[config.mk]
export PLATFORM = sky130hd
export DESIGN_NAME = pinsel_guard
export DESIGN_NICKNAME = d
export VERILOG_FILES = /design/src/rtl/pinsel_guard_pkg.sv /design/src/rtl/pinsel_guard_key.sv /design/src/rtl/pinsel_guard_commit.sv /design/src/rtl/pinsel_guard_sel.sv /design/src/rtl/pinsel_guard.sv
export SDC_FILE = /design/constraint.sdc
export NUM_CORES = 1
export LEC_CHECK = 0
export BUFFER_PORTS_ARGS = -buffer_cell sky130_fd_sc_hd__buf_2
export CORE_AREA = 2 2 56 58
export DETAILED_ROUTE_END_ITERATION = 8
export DIE_AREA = 0 0 58 60
export PLACE_DENSITY = 0.78
export SLEW_MARGIN = 10
export SYNTH_ARGS = -nofsm -noshare
export SYNTH_HDL_FRONTEND = slang
export SYNTH_SLANG_ARGS = --single-unit
[constraint.sdc]
create_clock -name clk -period 1.5 [get_ports clk]
set_input_delay 0.075 -clock clk [delete_from_list [all_inputs] [get_ports clk]]
set_output_delay 0.075 -clock clk [all_outputs]
set_load 0.005 [all_outputs]
[src/rtl/pinsel_guard_pkg.sv]
package pinsel_guard_pkg;
   typedef enum logic [1:0] {
      RC_SEL    = 2'd0,
      RC_LOCK   = 2'd1,
      RC_COMMIT = 2'd2,
      RC_NONE   = 2'd3
   } reg_code_e;
endpackage

[src/rtl/pinsel_guard_key.sv]
module pinsel_guard_key #(
   parameter logic [31:0] UNLOCK_KEY = 32'hA5C3_0F1E
) (
   input  logic        clk,
   input  logic        rst_n,
   input  logic        wr_hit,
   input  logic [31:0] wr_data,
   output logic        unlocked
);
   always_ff @(posedge clk or negedge rst_n) begin
      if (!rst_n)
         unlocked <= 1'b0;
      else if (wr_hit)
         unlocked <= (wr_data == UNLOCK_KEY);
   end
endmodule

[src/rtl/pinsel_guard_commit.sv]
module pinsel_guard_commit #(
   parameter int                 WIDTH     = 8,
   parameter logic [WIDTH-1:0]   PROT_MASK = 8'h8F
) (
   input  logic             clk,
   input  logic             rst_n,
   input  logic             wr_hit,
   input  logic             unlocked,
   input  logic [WIDTH-1:0] wr_data,
   output logic [WIDTH-1:0] commit
);
   for (genvar i = 0; i < WIDTH; i++) begin : g_bit
      if (PROT_MASK[i]) begin : g_prot
         always_ff @(posedge clk or negedge rst_n) begin
            if (!rst_n)
               commit[i] <= 1'b0;
            else if (wr_hit && unlocked)
               commit[i] <= wr_data[i];
         end
      end else begin : g_free
         assign commit[i] = 1'b1;
      end
   end
endmodule

[src/rtl/pinsel_guard_sel.sv]
module pinsel_guard_sel #(
   parameter int                 WIDTH     = 8,
   parameter logic [WIDTH-1:0]   PROT_MASK = 8'h8F,
   parameter logic [WIDTH-1:0]   SEL_RST   = 8'h8F
) (
   input  logic             clk,
   input  logic             rst_n,
   input  logic             wr_hit,
   input  logic             unlocked,
   input  logic [WIDTH-1:0] commit,
   input  logic [WIDTH-1:0] wr_data,
   output logic [WIDTH-1:0] sel_q
);
   for (genvar i = 0; i < WIDTH; i++) begin : g_bit
      logic take;
      if (PROT_MASK[i]) begin : g_prot
         assign take = wr_hit && unlocked && commit[i];
      end else begin : g_free
         assign take = wr_hit;
      end
      always_ff @(posedge clk or negedge rst_n) begin
         if (!rst_n)
            sel_q[i] <= SEL_RST[i];
         else if (take)
            sel_q[i] <= wr_data[i];
      end
   end
endmodule

[src/rtl/pinsel_guard.sv]
module pinsel_guard
   import pinsel_guard_pkg::*;
#(
   parameter int                 WIDTH      = 8,
   parameter logic [WIDTH-1:0]   PROT_MASK  = 8'h8F,
   parameter logic [WIDTH-1:0]   SEL_RST    = 8'h8F,
   parameter logic [31:0]        UNLOCK_KEY = 32'hA5C3_0F1E
) (
   input  logic             clk,
   input  logic             rst_n,
   input  logic             wr_en,
   input  logic [1:0]       wr_reg,
   input  logic [31:0]      wr_data,
   input  logic [1:0]       rd_reg,
   output logic [31:0]      rd_data,
   output logic [WIDTH-1:0] sel_o
);
   localparam int PAD = 32 - WIDTH;

   if (WIDTH < 1 || WIDTH > 31) begin : g_bad_width
      $error("pinsel_guard: WIDTH must lie in 1..31");
   end
   if (UNLOCK_KEY == 32'd0) begin : g_bad_key
      $error("pinsel_guard: UNLOCK_KEY must be nonzero");
   end

   logic             unlocked;
   logic [WIDTH-1:0] commit_q;
   logic             hit_sel, hit_lock, hit_commit;

   assign hit_sel    = wr_en && (reg_code_e'(wr_reg) == RC_SEL);
   assign hit_lock   = wr_en && (reg_code_e'(wr_reg) == RC_LOCK);
   assign hit_commit = wr_en && (reg_code_e'(wr_reg) == RC_COMMIT);

   pinsel_guard_key #(.UNLOCK_KEY(UNLOCK_KEY)) u_key (
      .clk      (clk),
      .rst_n    (rst_n),
      .wr_hit   (hit_lock),
      .wr_data  (wr_data),
      .unlocked (unlocked)
   );

   pinsel_guard_commit #(.WIDTH(WIDTH), .PROT_MASK(PROT_MASK)) u_commit (
      .clk      (clk),
      .rst_n    (rst_n),
      .wr_hit   (hit_commit),
      .unlocked (unlocked),
      .wr_data  (wr_data[WIDTH-1:0]),
      .commit   (commit_q)
   );

   pinsel_guard_sel #(.WIDTH(WIDTH), .PROT_MASK(PROT_MASK), .SEL_RST(SEL_RST)) u_sel (
      .clk      (clk),
      .rst_n    (rst_n),
      .wr_hit   (hit_sel),
      .unlocked (unlocked),
      .commit   (commit_q),
      .wr_data  (wr_data[WIDTH-1:0]),
      .sel_q    (sel_o)
   );

   always_comb begin
      unique case (reg_code_e'(rd_reg))
         RC_SEL:    rd_data = {{PAD{1'b0}}, sel_o};
         RC_LOCK:   rd_data = {31'd0, ~unlocked};
         RC_COMMIT: rd_data = {{PAD{1'b0}}, commit_q};
         default:   rd_data = 32'd0;
      endcase
   end
endmodule

==> impl_results.html, run 1 <==
<table>
<tr><th>Metric</th><th>Value</th></tr>
<tr><th colspan="2">Critical path</th></tr>
<tr><td>Worst reg2reg startpoint</td><td>u_key.unlocked$_DFFE_PN0P_</td></tr>
<tr><td>Critical Path Start</td><td>u_sel.sel_q[0]$_DFFE_PN1P_</td></tr>
<tr><td>Cells along the critical path</td><td>mux2i_1 -&gt; o21ai_0 -&gt; buf_2</td></tr>
<tr><td>Largest fanout on the critical path</td><td>3</td></tr>
<tr><td>Data required, critical path</td><td>1.42 ns</td></tr>
<tr><td>CP startpoint kind</td><td>register</td></tr>
<tr><td>Crit path largest cell delay</td><td>0.55 ns</td></tr>
<tr><td>Critical path depth</td><td>3</td></tr>
<tr><td>Destination of the critical timing path</td><td>rd_data[0]</td></tr>
<tr><td>Reg2Reg Setup Slack</td><td>0.34 ns</td></tr>
<tr><td>Top cell family by delay on the critical path</td><td>flip-flops</td></tr>
<tr><td>CP Buf/Inv Count</td><td>1</td></tr>
<tr><td>Capture instance of the worst register-to-register path</td><td>u_sel.sel_q[0]$_DFFE_PN1P_</td></tr>
<tr><td>Critical path class</td><td>register to output pin</td></tr>
<tr><td>Worst Reg2Reg Path Length in Cells</td><td>3</td></tr>
<tr><td>Data arrival, critical path</td><td>1.25 ns</td></tr>
<tr><td>Element type at the critical path end</td><td>output pin</td></tr>
<tr><td>Crit path max-delay cell type</td><td>dfstp_2</td></tr>
<tr><th colspan="2">Power and ir drop</th></tr>
<tr><td>Post-route total power</td><td>0.821 mW</td></tr>
<tr><td>Pwr/cell area</td><td>668 mW/mm2</td></tr>
<tr><td>Leakage power</td><td>0.679 nW</td></tr>
<tr><td>Worst supply voltage drop on vdd</td><td>0.000349 V</td></tr>
<tr><th colspan="2">STA</th></tr>
<tr><td>Worst Hold Slack</td><td>0.0423 ns</td></tr>
<tr><td>Post-route minimum period</td><td>1.32 ns</td></tr>
<tr><td>Unrepaired setup endpoints after global routing</td><td>no</td></tr>
<tr><td>Setup clock skew after layout</td><td>0.00114 ns</td></tr>
<tr><td>Max Transition Viols Final</td><td>0</td></tr>
<tr><td>Final critical-path share of the clock period</td><td>0.881</td></tr>
<tr><td>Highest clock rate</td><td>757 MHz</td></tr>
<tr><td>Number of failing setup endpoints in the final timing report</td><td>0</td></tr>
<tr><td>Final number of hold-violating endpoints</td><td>0</td></tr>
<tr><td>Setup_tns</td><td>0 ns</td></tr>
<tr><th colspan="2">Global routing</th></tr>
<tr><td>First-pass GRT wire length</td><td>2870 um</td></tr>
<tr><td>Global router's overall resource usage</td><td>0.110</td></tr>
<tr><td>Remaining global-route overflow</td><td>0</td></tr>
<tr><td>Initial antenna violation count</td><td>0</td></tr>
<tr><td>Largest net degree at the start of global routing</td><td>15</td></tr>
<tr><td>Vias in the first global route</td><td>672</td></tr>
<tr><th colspan="2">Logic synthesis</th></tr>
<tr><td>Post-synthesis average cell area</td><td>10.5 um2</td></tr>
<tr><td>Portion of the post-synthesis area used by sequential elements</td><td>0.365</td></tr>
<tr><td>Synthesized netlist cell count</td><td>93</td></tr>
<tr><td>Unique cell type count in the Yosys netlist</td><td>23</td></tr>
<tr><td>Fraction of the mapped netlist area in compound gates</td><td>0.0128</td></tr>
<tr><td>Synth Cell Area</td><td>976 um2</td></tr>
<tr><td>Fraction of synthesized area in multiplexers</td><td>0.221</td></tr>
<tr><td>Xor-xnor portion of the synthesized cell area</td><td>0</td></tr>
<tr><td>Adder-cell share of the synthesized area</td><td>0</td></tr>
<tr><td>Yosys synthesis warning count</td><td>0</td></tr>
<tr><td>Synthesized-area fraction occupied by and/or/nand/nor cells</td><td>0.199</td></tr>
<tr><td>Synthesized flop and latch total</td><td>14</td></tr>
<tr><td>Largest family of logic cells by synthesized area</td><td>multiplexers</td></tr>
<tr><th colspan="2">Floorplanning</th></tr>
<tr><td>Floorplan core area</td><td>0.00290 mm2</td></tr>
<tr><td>Initial core utilization</td><td>0.336</td></tr>
<tr><td>Floorplan die width</td><td>58 um</td></tr>
<tr><td>Y dimension of the die</td><td>60 um</td></tr>
<tr><td>Number of core rows</td><td>20</td></tr>
<tr><td>Die footprint</td><td>0.00348 mm2</td></tr>
<tr><td>Number of ports placed on the die boundary</td><td>79</td></tr>
<tr><th colspan="2">Placement</th></tr>
<tr><td>Post-DP HPWL</td><td>1690 um</td></tr>
<tr><td>Placer Congestion</td><td>0.696</td></tr>
<tr><td>Count of port buffers added during placement</td><td>54</td></tr>
<tr><td>Instance area after placement</td><td>0.00118 mm2</td></tr>
<tr><th colspan="2">Cells and area</th></tr>
<tr><td>Fin area</td><td>0.00123 mm2</td></tr>
<tr><td>Fraction of final layout cells sized beyond drive strength 1</td><td>0.523</td></tr>
<tr><td>Commonest cells after routing, fill and taps aside</td><td>buf_2, conb_1, nor2_1</td></tr>
<tr><td>Layout net count</td><td>189</td></tr>
<tr><td>Post-route core utilization</td><td>0.424</td></tr>
<tr><td>Layout-stage area growth over the synthesis result</td><td>26.0%</td></tr>
<tr><td>Most frequent standard cell in the layout excluding fill and tap cells</td><td>buf_2</td></tr>
<tr><td>Number of antenna repair diodes</td><td>0</td></tr>
<tr><th colspan="2">Clocking</th></tr>
<tr><td>Root buffer selected by CTS</td><td>clkbuf_4</td></tr>
<tr><td>Clock transition at path regs</td><td>0.08 ns</td></tr>
<tr><td>CTS Buf Count</td><td>3</td></tr>
<tr><td>Resized cells post-CTS</td><td>0</td></tr>
<tr><td>CTS tree</td><td>built</td></tr>
<tr><td>Number of H-tree branching levels</td><td>1</td></tr>
<tr><td>Clk buf depth</td><td>2</td></tr>
<tr><td>Clk Latency, worst-skew pair</td><td>0.27 ns</td></tr>
<tr><td>Number of sinks on the clock net</td><td>14</td></tr>
<tr><th colspan="2">Min path</th></tr>
<tr><td>Hold path startpoint</td><td>wr_data[4]</td></tr>
<tr><td>Worst Hold Class</td><td>input port to register</td></tr>
<tr><th colspan="2">Route</th></tr>
<tr><td>WL final</td><td>1960 um</td></tr>
<tr><td>First-pass DRT Iterations</td><td>4</td></tr>
<tr><td>Detailed-route via count</td><td>804</td></tr>
<tr><td>DRC viols</td><td>0</td></tr>
<tr><td>Per-cell via count in the routed design</td><td>4.42</td></tr>
<tr><td>DR WL/cell</td><td>10.7 um</td></tr>
<tr><td>Initial DRC count</td><td>15</td></tr>
<tr><td>ANT nets after route</td><td>0</td></tr>
<tr><th colspan="2">Flow run</th></tr>
<tr><td>Max Cap Viol</td><td>0</td></tr>
<tr><th colspan="2">Outcome</th></tr>
<tr><td>Run status</td><td>finished, final reports clean</td></tr>
</table>
-- worst min-delay path by stage --
stage / end / slack, ns / depth (start not counted)
after global routing: u_sel.sel_q[4]$_DFFE_PN0P_ / 0.04 / 2
after CTS: u_sel.sel_q[4]$_DFFE_PN0P_ / 0.04 / 2
final: u_sel.sel_q[4]$_DFFE_PN0P_ / 0.04 / 2
after detailed placement: u_commit.commit[7]$_DFFE_PN0P_ / -0.01 / 1
after global placement: u_commit.commit[7]$_DFFE_PN0P_ / -0.02 / 1
after floorplan: u_commit.commit[0]$_DFFE_PN0P_ / -0.22 / 0
-- where the power goes --
part           total [mW]  internal [mW]  switching [mW]  leakage [nW]
registers           0.403          0.393         0.00988         0.171
clock network       0.266          0.147           0.119        0.0210
logic               0.152         0.0795          0.0724         0.487
total               0.821          0.620           0.201         0.679
-- per-stage QoR --
| stage | instances | setup slack (ns) |
|---|---|---|
| 2_1_floorplan | 116 | 0.412 |
| 3_3_place_gp | 177 | 0.363 |
| 3_5_place_dp | 177 | 0.354 |
| 4_1_cts | 182 | 0.168 |
| 5_1_grt | 182 | 0.0907 |
| 6_report | 182 | 0.178 |
-- worst reg2reg max path, delay by kind of cell, from the launching register on --
family	cells	cell delay [ns]
AND/OR/NAND/NOR	2	0.39
multiplexers	1	0.29
flip-flops	1	0.41
-- routing by layer --
metal	track usage	up-vias	routed length [um]
met5	0	-	0
met4	0.0399	0	23
met2	0.180	53	903
met3	0.0303	4	212
met1	0.139	356	815
li1	-	391	-
-- state kept, by name, summed over array words and instances, names as in the netlist --
signal and count:
u_key.unlocked 1, u_commit.commit 5, u_sel.sel_q 8
-- Yosys cell counts --
cell type,n,share of area
buf_4,24,0.18
nor2_1,10,0.038
dfrtp_1,9,0.23
mux2_2,8,0.092
nand2_1,6,0.023
dfstp_2,5,0.13
mux2_4,5,0.077
mux2i_1,5,0.051
and4b_1,2,0.021
buf_2,2,0.010
nand3b_1,2,0.015
nand4_1,2,0.013
nor4b_1,2,0.018
nor4bb_1,2,0.021
and4_1,1,0.0090
and4bb_2,1,0.013
conb_1,1,0.0038
inv_1,1,0.0038
nand4b_1,1,0.0090
nor3b_2,1,0.013
nor4_1,1,0.0064
o21ai_0,1,0.0051
o31ai_1,1,0.0077
-- kinds of logic after synthesis --
family | count (synthesis)
compound gates | 2
other cells | 1
flops | 14
mux | 18
buf+inv | 27
simple gates | 31
-- cell type report --
| type | count | area [um2] |
|---|---|---|
| Fill cell | 313 | 1670 |
| Multi-Input combinational cell | 75 | 512 |
| Sequential cell | 14 | 357 |
| Timing Repair Buffer | 55 | 280 |
| Tap cell | 33 | 41.3 |
| Clock buffer | 4 | 36.3 |
| Inverter | 1 | 3.75 |
-- what timing repair did --
item,CTS,global route
endpoints found under the hold margin,14,0
hold buffers,1,0
buffers inserted,0,0
Power figures use the tool's default switching activity.
==> run 2, diff against run 1 <==
==> constraint.sdc (replaced) <==
create_clock -name clk -period 1.4 [get_ports clk]
set_input_delay 0.07 -clock clk [delete_from_list [all_inputs] [get_ports clk]]
set_output_delay 0.07 -clock clk [all_outputs]
set_load 0.005 [all_outputs]
==> impl_results.html, run 2 (synthesized netlist as in run 1, its figures left out) <==
<table>
<tr><th>Metric</th><th>Value</th></tr>
<tr><th colspan="2">Outcome</th></tr>
<tr><td>Run status</td><td>finished, final reports clean</td></tr>
<tr><th colspan="2">Cells and area</th></tr>
<tr><td>Fraction of final layout cells sized beyond drive strength 1</td><td>0.517</td></tr>
<tr><td>Filler instances</td><td>305</td></tr>
<tr><td>Register containing the most flip-flops in the final layout</td><td>u_sel.sel_q</td></tr>
<tr><td>Commonest cells after routing, fill and taps aside</td><td>buf_2, conb_1, nor2_1</td></tr>
<tr><td>Number of antenna repair diodes</td><td>0</td></tr>
<tr><td>Area used by multi-input combinational logic</td><td>512 um2</td></tr>
<tr><td>Largest registers</td><td>u_sel.sel_q (8), u_commit.commit (5), u_key.unlocked (1)</td></tr>
<tr><td>Most frequent standard cell in the layout excluding fill and tap cells</td><td>buf_2</td></tr>
<tr><td>Layout net count</td><td>189</td></tr>
<tr><td>Sequential cell area</td><td>357 um2</td></tr>
<tr><td>Layout-stage area growth over the synthesis result</td><td>25.0%</td></tr>
<tr><td>Flip-flop count of the largest register after layout</td><td>8</td></tr>
<tr><th colspan="2">Clocking</th></tr>
<tr><td>Clock transition at path regs</td><td>0.08 ns</td></tr>
<tr><td>Setup Fix Bufs, Post-CTS</td><td>0</td></tr>
<tr><td>Root buffer selected by CTS</td><td>clkbuf_4</td></tr>
<tr><td>CTS tree</td><td>built</td></tr>
<tr><td>Number of H-tree branching levels</td><td>1</td></tr>
<tr><td>Clk buf depth</td><td>2</td></tr>
<tr><td>CTS Buf Count</td><td>3</td></tr>
<tr><td>Number of sinks on the clock net</td><td>14</td></tr>
<tr><td>Clk Latency, worst-skew pair</td><td>0.27 ns</td></tr>
<tr><th colspan="2">STA</th></tr>
<tr><td>Final critical-path share of the clock period</td><td>0.894</td></tr>
<tr><td>Highest clock rate</td><td>799 MHz</td></tr>
<tr><td>Max Transition Viols Final</td><td>0</td></tr>
<tr><td>Worst Hold Slack</td><td>0.0408 ns</td></tr>
<tr><td>Crit path setup slack, layout</td><td>0.148 ns</td></tr>
<tr><td>Unrepaired setup endpoints after global routing</td><td>no</td></tr>
<tr><td>Number of failing setup endpoints in the final timing report</td><td>0</td></tr>
<tr><td>Post-route minimum period</td><td>1.25 ns</td></tr>
<tr><td>Setup_tns</td><td>0 ns</td></tr>
<tr><td>Setup clock skew after layout</td><td>0.00431 ns</td></tr>
<tr><td>Final number of hold-violating endpoints</td><td>0</td></tr>
<tr><th colspan="2">Critical path</th></tr>
<tr><td>CP Buf/Inv Count</td><td>1</td></tr>
<tr><td>Crit path max-delay cell type</td><td>dfstp_2</td></tr>
<tr><td>Data required, critical path</td><td>1.33 ns</td></tr>
<tr><td>Top cell family by delay on the critical path</td><td>flip-flops</td></tr>
<tr><td>Crit path largest cell delay</td><td>0.54 ns</td></tr>
<tr><td>Critical path class</td><td>register to output pin</td></tr>
<tr><td>Data arrival, critical path</td><td>1.18 ns</td></tr>
<tr><td>Largest fanout on the critical path</td><td>3</td></tr>
<tr><td>CP startpoint kind</td><td>register</td></tr>
<tr><td>Element type at the critical path end</td><td>output pin</td></tr>
<tr><td>Cells along the critical path</td><td>mux2i_1 -&gt; o21ai_1 -&gt; buf_2</td></tr>
<tr><th colspan="2">Global routing</th></tr>
<tr><td>Vias in the first global route</td><td>663</td></tr>
<tr><td>Initial antenna violation count</td><td>0</td></tr>
<tr><td>Global router's overall resource usage</td><td>0.110</td></tr>
<tr><td>Largest net degree at the start of global routing</td><td>15</td></tr>
<tr><td>Remaining global-route overflow</td><td>0</td></tr>
<tr><td>First-pass GRT wire length</td><td>2900 um</td></tr>
<tr><th colspan="2">Route</th></tr>
<tr><td>Detailed-route via count</td><td>804</td></tr>
<tr><td>Per-cell via count in the routed design</td><td>4.42</td></tr>
<tr><td>Initial DRC count</td><td>9</td></tr>
<tr><td>First-pass DRT Iterations</td><td>4</td></tr>
<tr><td>DRC viols</td><td>0</td></tr>
<tr><td>ANT nets after route</td><td>0</td></tr>
<tr><td>WL final</td><td>1940 um</td></tr>
<tr><td>DR WL/cell</td><td>10.7 um</td></tr>
<tr><th colspan="2">Floorplanning</th></tr>
<tr><td>Number of core rows</td><td>20</td></tr>
<tr><td>Floorplan core area</td><td>0.00290 mm2</td></tr>
<tr><td>Floorplan die width</td><td>58 um</td></tr>
<tr><td>Number of ports placed on the die boundary</td><td>79</td></tr>
<tr><td>Die footprint</td><td>0.00348 mm2</td></tr>
<tr><td>Initial core utilization</td><td>0.336</td></tr>
<tr><td>Y dimension of the die</td><td>60 um</td></tr>
<tr><th colspan="2">Placement</th></tr>
<tr><td>Post-Place Worst Slack</td><td>0.247 ns</td></tr>
<tr><td>Count of port buffers added during placement</td><td>54</td></tr>
<tr><td>Placer Congestion</td><td>0.696</td></tr>
<tr><td>Post-DP HPWL</td><td>1660 um</td></tr>
<tr><th colspan="2">Min path</th></tr>
<tr><td>Worst Hold Class</td><td>input port to register</td></tr>
<tr><th colspan="2">Power and ir drop</th></tr>
<tr><td>Worst supply voltage drop on vdd</td><td>0.000314 V</td></tr>
<tr><td>Pwr/cell area</td><td>674 mW/mm2</td></tr>
<tr><td>Leakage power</td><td>0.673 nW</td></tr>
<tr><th colspan="2">Flow run</th></tr>
<tr><td>Max Cap Viol</td><td>0</td></tr>
</table>
run 2: changes by cell type in the layout (fill, tap and decap cells not counted):
| cell | previous run | this run |
|---|---|---|
| clkbuf_1 | 0 | 1 |
| o21ai_0 | 1 | 0 |
| clkbuf_8 | 1 | 0 |
| o21ai_1 | 0 | 1 |
run 2: area by class of cell:
type	instances	area share
clock buffers	4	0.0215
flip-flops and latches	14	0.292
well taps	33	0.0338
inverters	1	0.00308
repair buffers	55	0.230
multi-input cells	75	0.419
run 2: path summary, 6_finish.rpt:
kind / depth (start not counted) / end / start / slack (ns)
setup / recovery: 3 / rd_data[0] / u_sel.sel_q[0]$_DFFE_PN1P_ / 0.15
hold / removal: 2 / u_sel.sel_q[4]$_DFFE_PN0P_ / wr_data[4] / 0.04
setup reg to reg: 3 / u_sel.sel_q[1]$_DFFE_PN1P_ / u_key.unlocked$_DFFE_PN0P_ / 0.24
hold reg to reg: 2 / u_key.unlocked$_DFFE_PN0P_ / u_key.unlocked$_DFFE_PN0P_ / 0.53
max in group asynchronous: 2 / u_sel.sel_q[0]$_DFFE_PN1P_ / rst_n / 0.90
min in group asynchronous: 2 / u_commit.commit[7]$_DFFE_PN0P_ / rst_n / 0.21
run 2: worst reg2reg max path, stage by stage, from the launching register on:
cell,delay (ns)
dfrtp_1,0.41
and4bb_2,0.29
nand2_1,0.10
mux2_4,0.30
run 2: what timing repair did:
item,4_1_cts,5_1_grt
hold buffers,1,0
gates resized for setup,0,1
endpoints found under the setup margin,0,1
hold endpoints to repair,14,0
run 2: through the flow:
| stage | util | instances | total power [mW] | cell area [um2] |
|---|---|---|---|---|
| after floorplan | - | 116 | 0.553 | 1060 |
| after global placement | 0.408 | 177 | 0.601 | 1180 |
| after detailed placement | 0.408 | 177 | 0.603 | 1180 |
| after CTS | 0.420 | 182 | 0.836 | 1220 |
| after global routing | 0.420 | 182 | 0.874 | 1220 |
| final | 0.420 | 182 | 0.822 | 1220 |
run 2: routing by layer:
layer / part of all wire / track usage / up-vias
li1: - / - / 391
met1: 0.42 / 0.140 / 364
met2: 0.47 / 0.179 / 49
met3: 0.11 / 0.0368 / 0
met4: 0 / 0.0299 / 0
met5: 0 / 0 / -
run 2: power breakdown:
group	internal [mW]	switching [mW]	total, mW
registers	0.421	0.0107	0.432
logic	0.0853	0.0776	0.163
clock network	0.110	0.117	0.227
total	0.617	0.206	0.822
==> run 3, diff against run 2 <==
--- a/config.mk
+++ b/config.mk
@@ -7,6 +7,7 @@
 export LEC_CHECK = 0
 export BUFFER_PORTS_ARGS = -buffer_cell sky130_fd_sc_hd__buf_2
 export CORE_AREA = 2 2 56 58
+export CTS_BUF_LIST = sky130_fd_sc_hd__clkbuf_2
 export DETAILED_ROUTE_END_ITERATION = 8
 export DIE_AREA = 0 0 58 60
 export PLACE_DENSITY = 0.78
@@ -14,3 +15,4 @@
 export SYNTH_ARGS = -nofsm -noshare
 export SYNTH_HDL_FRONTEND = slang
 export SYNTH_SLANG_ARGS = --single-unit
+export TNS_END_PERCENT = 50
==> impl_results.html, run 3 (synthesized netlist as in run 1, its figures left out) <==
<table>
<tr><th>Metric</th><th>Value</th></tr>
<tr><th colspan="2">Critical path</th></tr>
<tr><td>Critical path class</td><td>register to output pin</td></tr>
<tr><td>Crit path largest cell delay</td><td>0.56 ns</td></tr>
<tr><td>Largest fanout on the critical path</td><td>3</td></tr>
<tr><td>Element type at the critical path end</td><td>output pin</td></tr>
<tr><td>Reg2Reg Setup Slack</td><td>0.23 ns</td></tr>
<tr><td>Data arrival, critical path</td><td>1.20 ns</td></tr>
<tr><td>Crit path max-delay cell type</td><td>dfstp_2</td></tr>
<tr><td>Cells along the critical path</td><td>mux2i_1 -&gt; o21ai_1 -&gt; buf_2</td></tr>
<tr><td>CP startpoint kind</td><td>register</td></tr>
<tr><td>Top cell family by delay on the critical path</td><td>flip-flops</td></tr>
<tr><td>CP Buf/Inv Count</td><td>1</td></tr>
<tr><td>Data required, critical path</td><td>1.33 ns</td></tr>
<tr><th colspan="2">Cells and area</th></tr>
<tr><td>Fraction of final layout cells sized beyond drive strength 1</td><td>0.523</td></tr>
<tr><td>Post-route core utilization</td><td>0.418</td></tr>
<tr><td>Layout-stage area growth over the synthesis result</td><td>24.4%</td></tr>
<tr><td>Most frequent standard cell in the layout excluding fill and tap cells</td><td>buf_2</td></tr>
<tr><td>Final Instance Count excl. Fillers</td><td>182</td></tr>
<tr><td>Layout net count</td><td>189</td></tr>
<tr><td>Fin area</td><td>0.00121 mm2</td></tr>
<tr><td>Number of antenna repair diodes</td><td>0</td></tr>
<tr><td>Flip-flop count of the largest register after layout</td><td>8</td></tr>
<tr><td>Register containing the most flip-flops in the final layout</td><td>u_sel.sel_q</td></tr>
<tr><td>Commonest cells after routing, fill and taps aside</td><td>buf_2, conb_1, nor2_1</td></tr>
<tr><td>Largest registers</td><td>u_sel.sel_q (8), u_commit.commit (5), u_key.unlocked (1)</td></tr>
<tr><th colspan="2">Clocking</th></tr>
<tr><td>Root buffer selected by CTS</td><td>clkbuf_2</td></tr>
<tr><td>Clock transition at path regs</td><td>0.13 ns</td></tr>
<tr><td>Number of sinks on the clock net</td><td>14</td></tr>
<tr><td>CTS tree</td><td>built</td></tr>
<tr><td>CTS Buf Count</td><td>3</td></tr>
<tr><td>Number of H-tree branching levels</td><td>1</td></tr>
<tr><td>Clk buf depth</td><td>2</td></tr>
<tr><td>Setup Fix Bufs, Post-CTS</td><td>0</td></tr>
<tr><td>Clk Latency, worst-skew pair</td><td>0.27 ns</td></tr>
<tr><th colspan="2">STA</th></tr>
<tr><td>Number of failing setup endpoints in the final timing report</td><td>0</td></tr>
<tr><td>Highest clock rate</td><td>786 MHz</td></tr>
<tr><td>Setup clock skew after layout</td><td>0.00310 ns</td></tr>
<tr><td>Unrepaired setup endpoints after global routing</td><td>no</td></tr>
<tr><td>Worst Hold Slack</td><td>0.0373 ns</td></tr>
<tr><td>Final critical-path share of the clock period</td><td>0.908</td></tr>
<tr><td>Setup_tns</td><td>0 ns</td></tr>
<tr><td>Max Transition Viols Final</td><td>0</td></tr>
<tr><td>Post-route minimum period</td><td>1.27 ns</td></tr>
<tr><td>Final number of hold-violating endpoints</td><td>0</td></tr>
<tr><th colspan="2">Route</th></tr>
<tr><td>Detailed-route via count</td><td>812</td></tr>
<tr><td>WL final</td><td>1960 um</td></tr>
<tr><td>DR WL/cell</td><td>10.8 um</td></tr>
<tr><td>DRC viols</td><td>0</td></tr>
<tr><td>Per-cell via count in the routed design</td><td>4.46</td></tr>
<tr><td>First-pass DRT Iterations</td><td>4</td></tr>
<tr><td>Initial DRC count</td><td>19</td></tr>
<tr><td>ANT nets after route</td><td>0</td></tr>
<tr><th colspan="2">Floorplanning</th></tr>
<tr><td>Floorplan core area</td><td>0.00290 mm2</td></tr>
<tr><td>Floorplan die width</td><td>58 um</td></tr>
<tr><td>Y dimension of the die</td><td>60 um</td></tr>
<tr><td>Initial core utilization</td><td>0.336</td></tr>
<tr><td>Number of ports placed on the die boundary</td><td>79</td></tr>
<tr><td>Number of core rows</td><td>20</td></tr>
<tr><td>Die footprint</td><td>0.00348 mm2</td></tr>
<tr><th colspan="2">Placement</th></tr>
<tr><td>Instance count after placement with tap cells included</td><td>177</td></tr>
<tr><td>Placer Congestion</td><td>0.696</td></tr>
<tr><td>Instance area after placement</td><td>0.00118 mm2</td></tr>
<tr><td>Post-DP HPWL</td><td>1660 um</td></tr>
<tr><td>Count of port buffers added during placement</td><td>54</td></tr>
<tr><th colspan="2">Global routing</th></tr>
<tr><td>First-pass GRT wire length</td><td>2930 um</td></tr>
<tr><td>Largest net degree at the start of global routing</td><td>15</td></tr>
<tr><td>Initial antenna violation count</td><td>0</td></tr>
<tr><td>Vias in the first global route</td><td>658</td></tr>
<tr><td>Remaining global-route overflow</td><td>0</td></tr>
<tr><td>Global router's overall resource usage</td><td>0.114</td></tr>
<tr><th colspan="2">Outcome</th></tr>
<tr><td>Run status</td><td>finished, final reports clean</td></tr>
<tr><th colspan="2">Power and ir drop</th></tr>
<tr><td>Worst supply voltage drop on vdd</td><td>0.000414 V</td></tr>
<tr><td>Leakage power</td><td>0.674 nW</td></tr>
<tr><td>Pwr/cell area</td><td>654 mW/mm2</td></tr>
<tr><th colspan="2">Flow run</th></tr>
<tr><td>Max Cap Viol</td><td>0</td></tr>
<tr><th colspan="2">Min path</th></tr>
<tr><td>Worst Hold Class</td><td>input port to register</td></tr>
</table>
run 3: final timing paths:
check                                      startpoint                              to  cells past startpoint
setup / recovery           u_sel.sel_q[0]$_DFFE_PN1P_                      rd_data[0]                      3
setup reg to reg           u_key.unlocked$_DFFE_PN0P_      u_sel.sel_q[1]$_DFFE_PN1P_                      3
max in group asynchronous                       rst_n      u_sel.sel_q[0]$_DFFE_PN1P_                      2
min in group asynchronous                       rst_n  u_commit.commit[3]$_DFFE_PN0P_                      2
hold / removal                             wr_data[4]      u_sel.sel_q[4]$_DFFE_PN0P_                      2
hold reg to reg            u_key.unlocked$_DFFE_PN0P_      u_key.unlocked$_DFFE_PN0P_                      2
run 3: final cells by class:
| cell class | count | area, um2 |
|---|---|---|
| Clock buffer | 4 | 20.0 |
| Fill cell | 301 | 1690 |
| Inverter | 1 | 3.75 |
| Multi-Input combinational cell | 75 | 512 |
| Sequential cell | 14 | 357 |
| Tap cell | 33 | 41.3 |
| Timing Repair Buffer | 55 | 280 |
run 3: power breakdown:
group          internal [mW]  switching [mW]
logic                 0.0853          0.0777
clock network         0.0758           0.122
registers              0.422          0.0110
run 3: per-layer routing:
metal | GRT usage | wire length [um] | vias to the layer above
met5 | 0 | 0 | -
met4 | 0.0498 | 0 | 0
met3 | 0.0368 | 206 | 0
met2 | 0.177 | 935 | 49
met1 | 0.144 | 819 | 372
li1 | - | - | 391
run 3: through the flow:
step / setup WS, ns / total power, mW
2_1_floorplan: 0.312 / 0.553
3_3_place_gp: 0.263 / 0.601
3_5_place_dp: 0.247 / 0.603
4_1_cts: 0.0534 / 0.804
5_1_grt: 0.0178 / 0.848
6_report: 0.128 / 0.793
run 3: repair_timing:
| item | in CTS | in global routing |
|---|---|---|
| resized for setup | 0 | 1 |
| endpoints found under the setup margin | 0 | 1 |
| hold buffers | 1 | 0 |
| endpoints found under the hold margin | 14 | 0 |
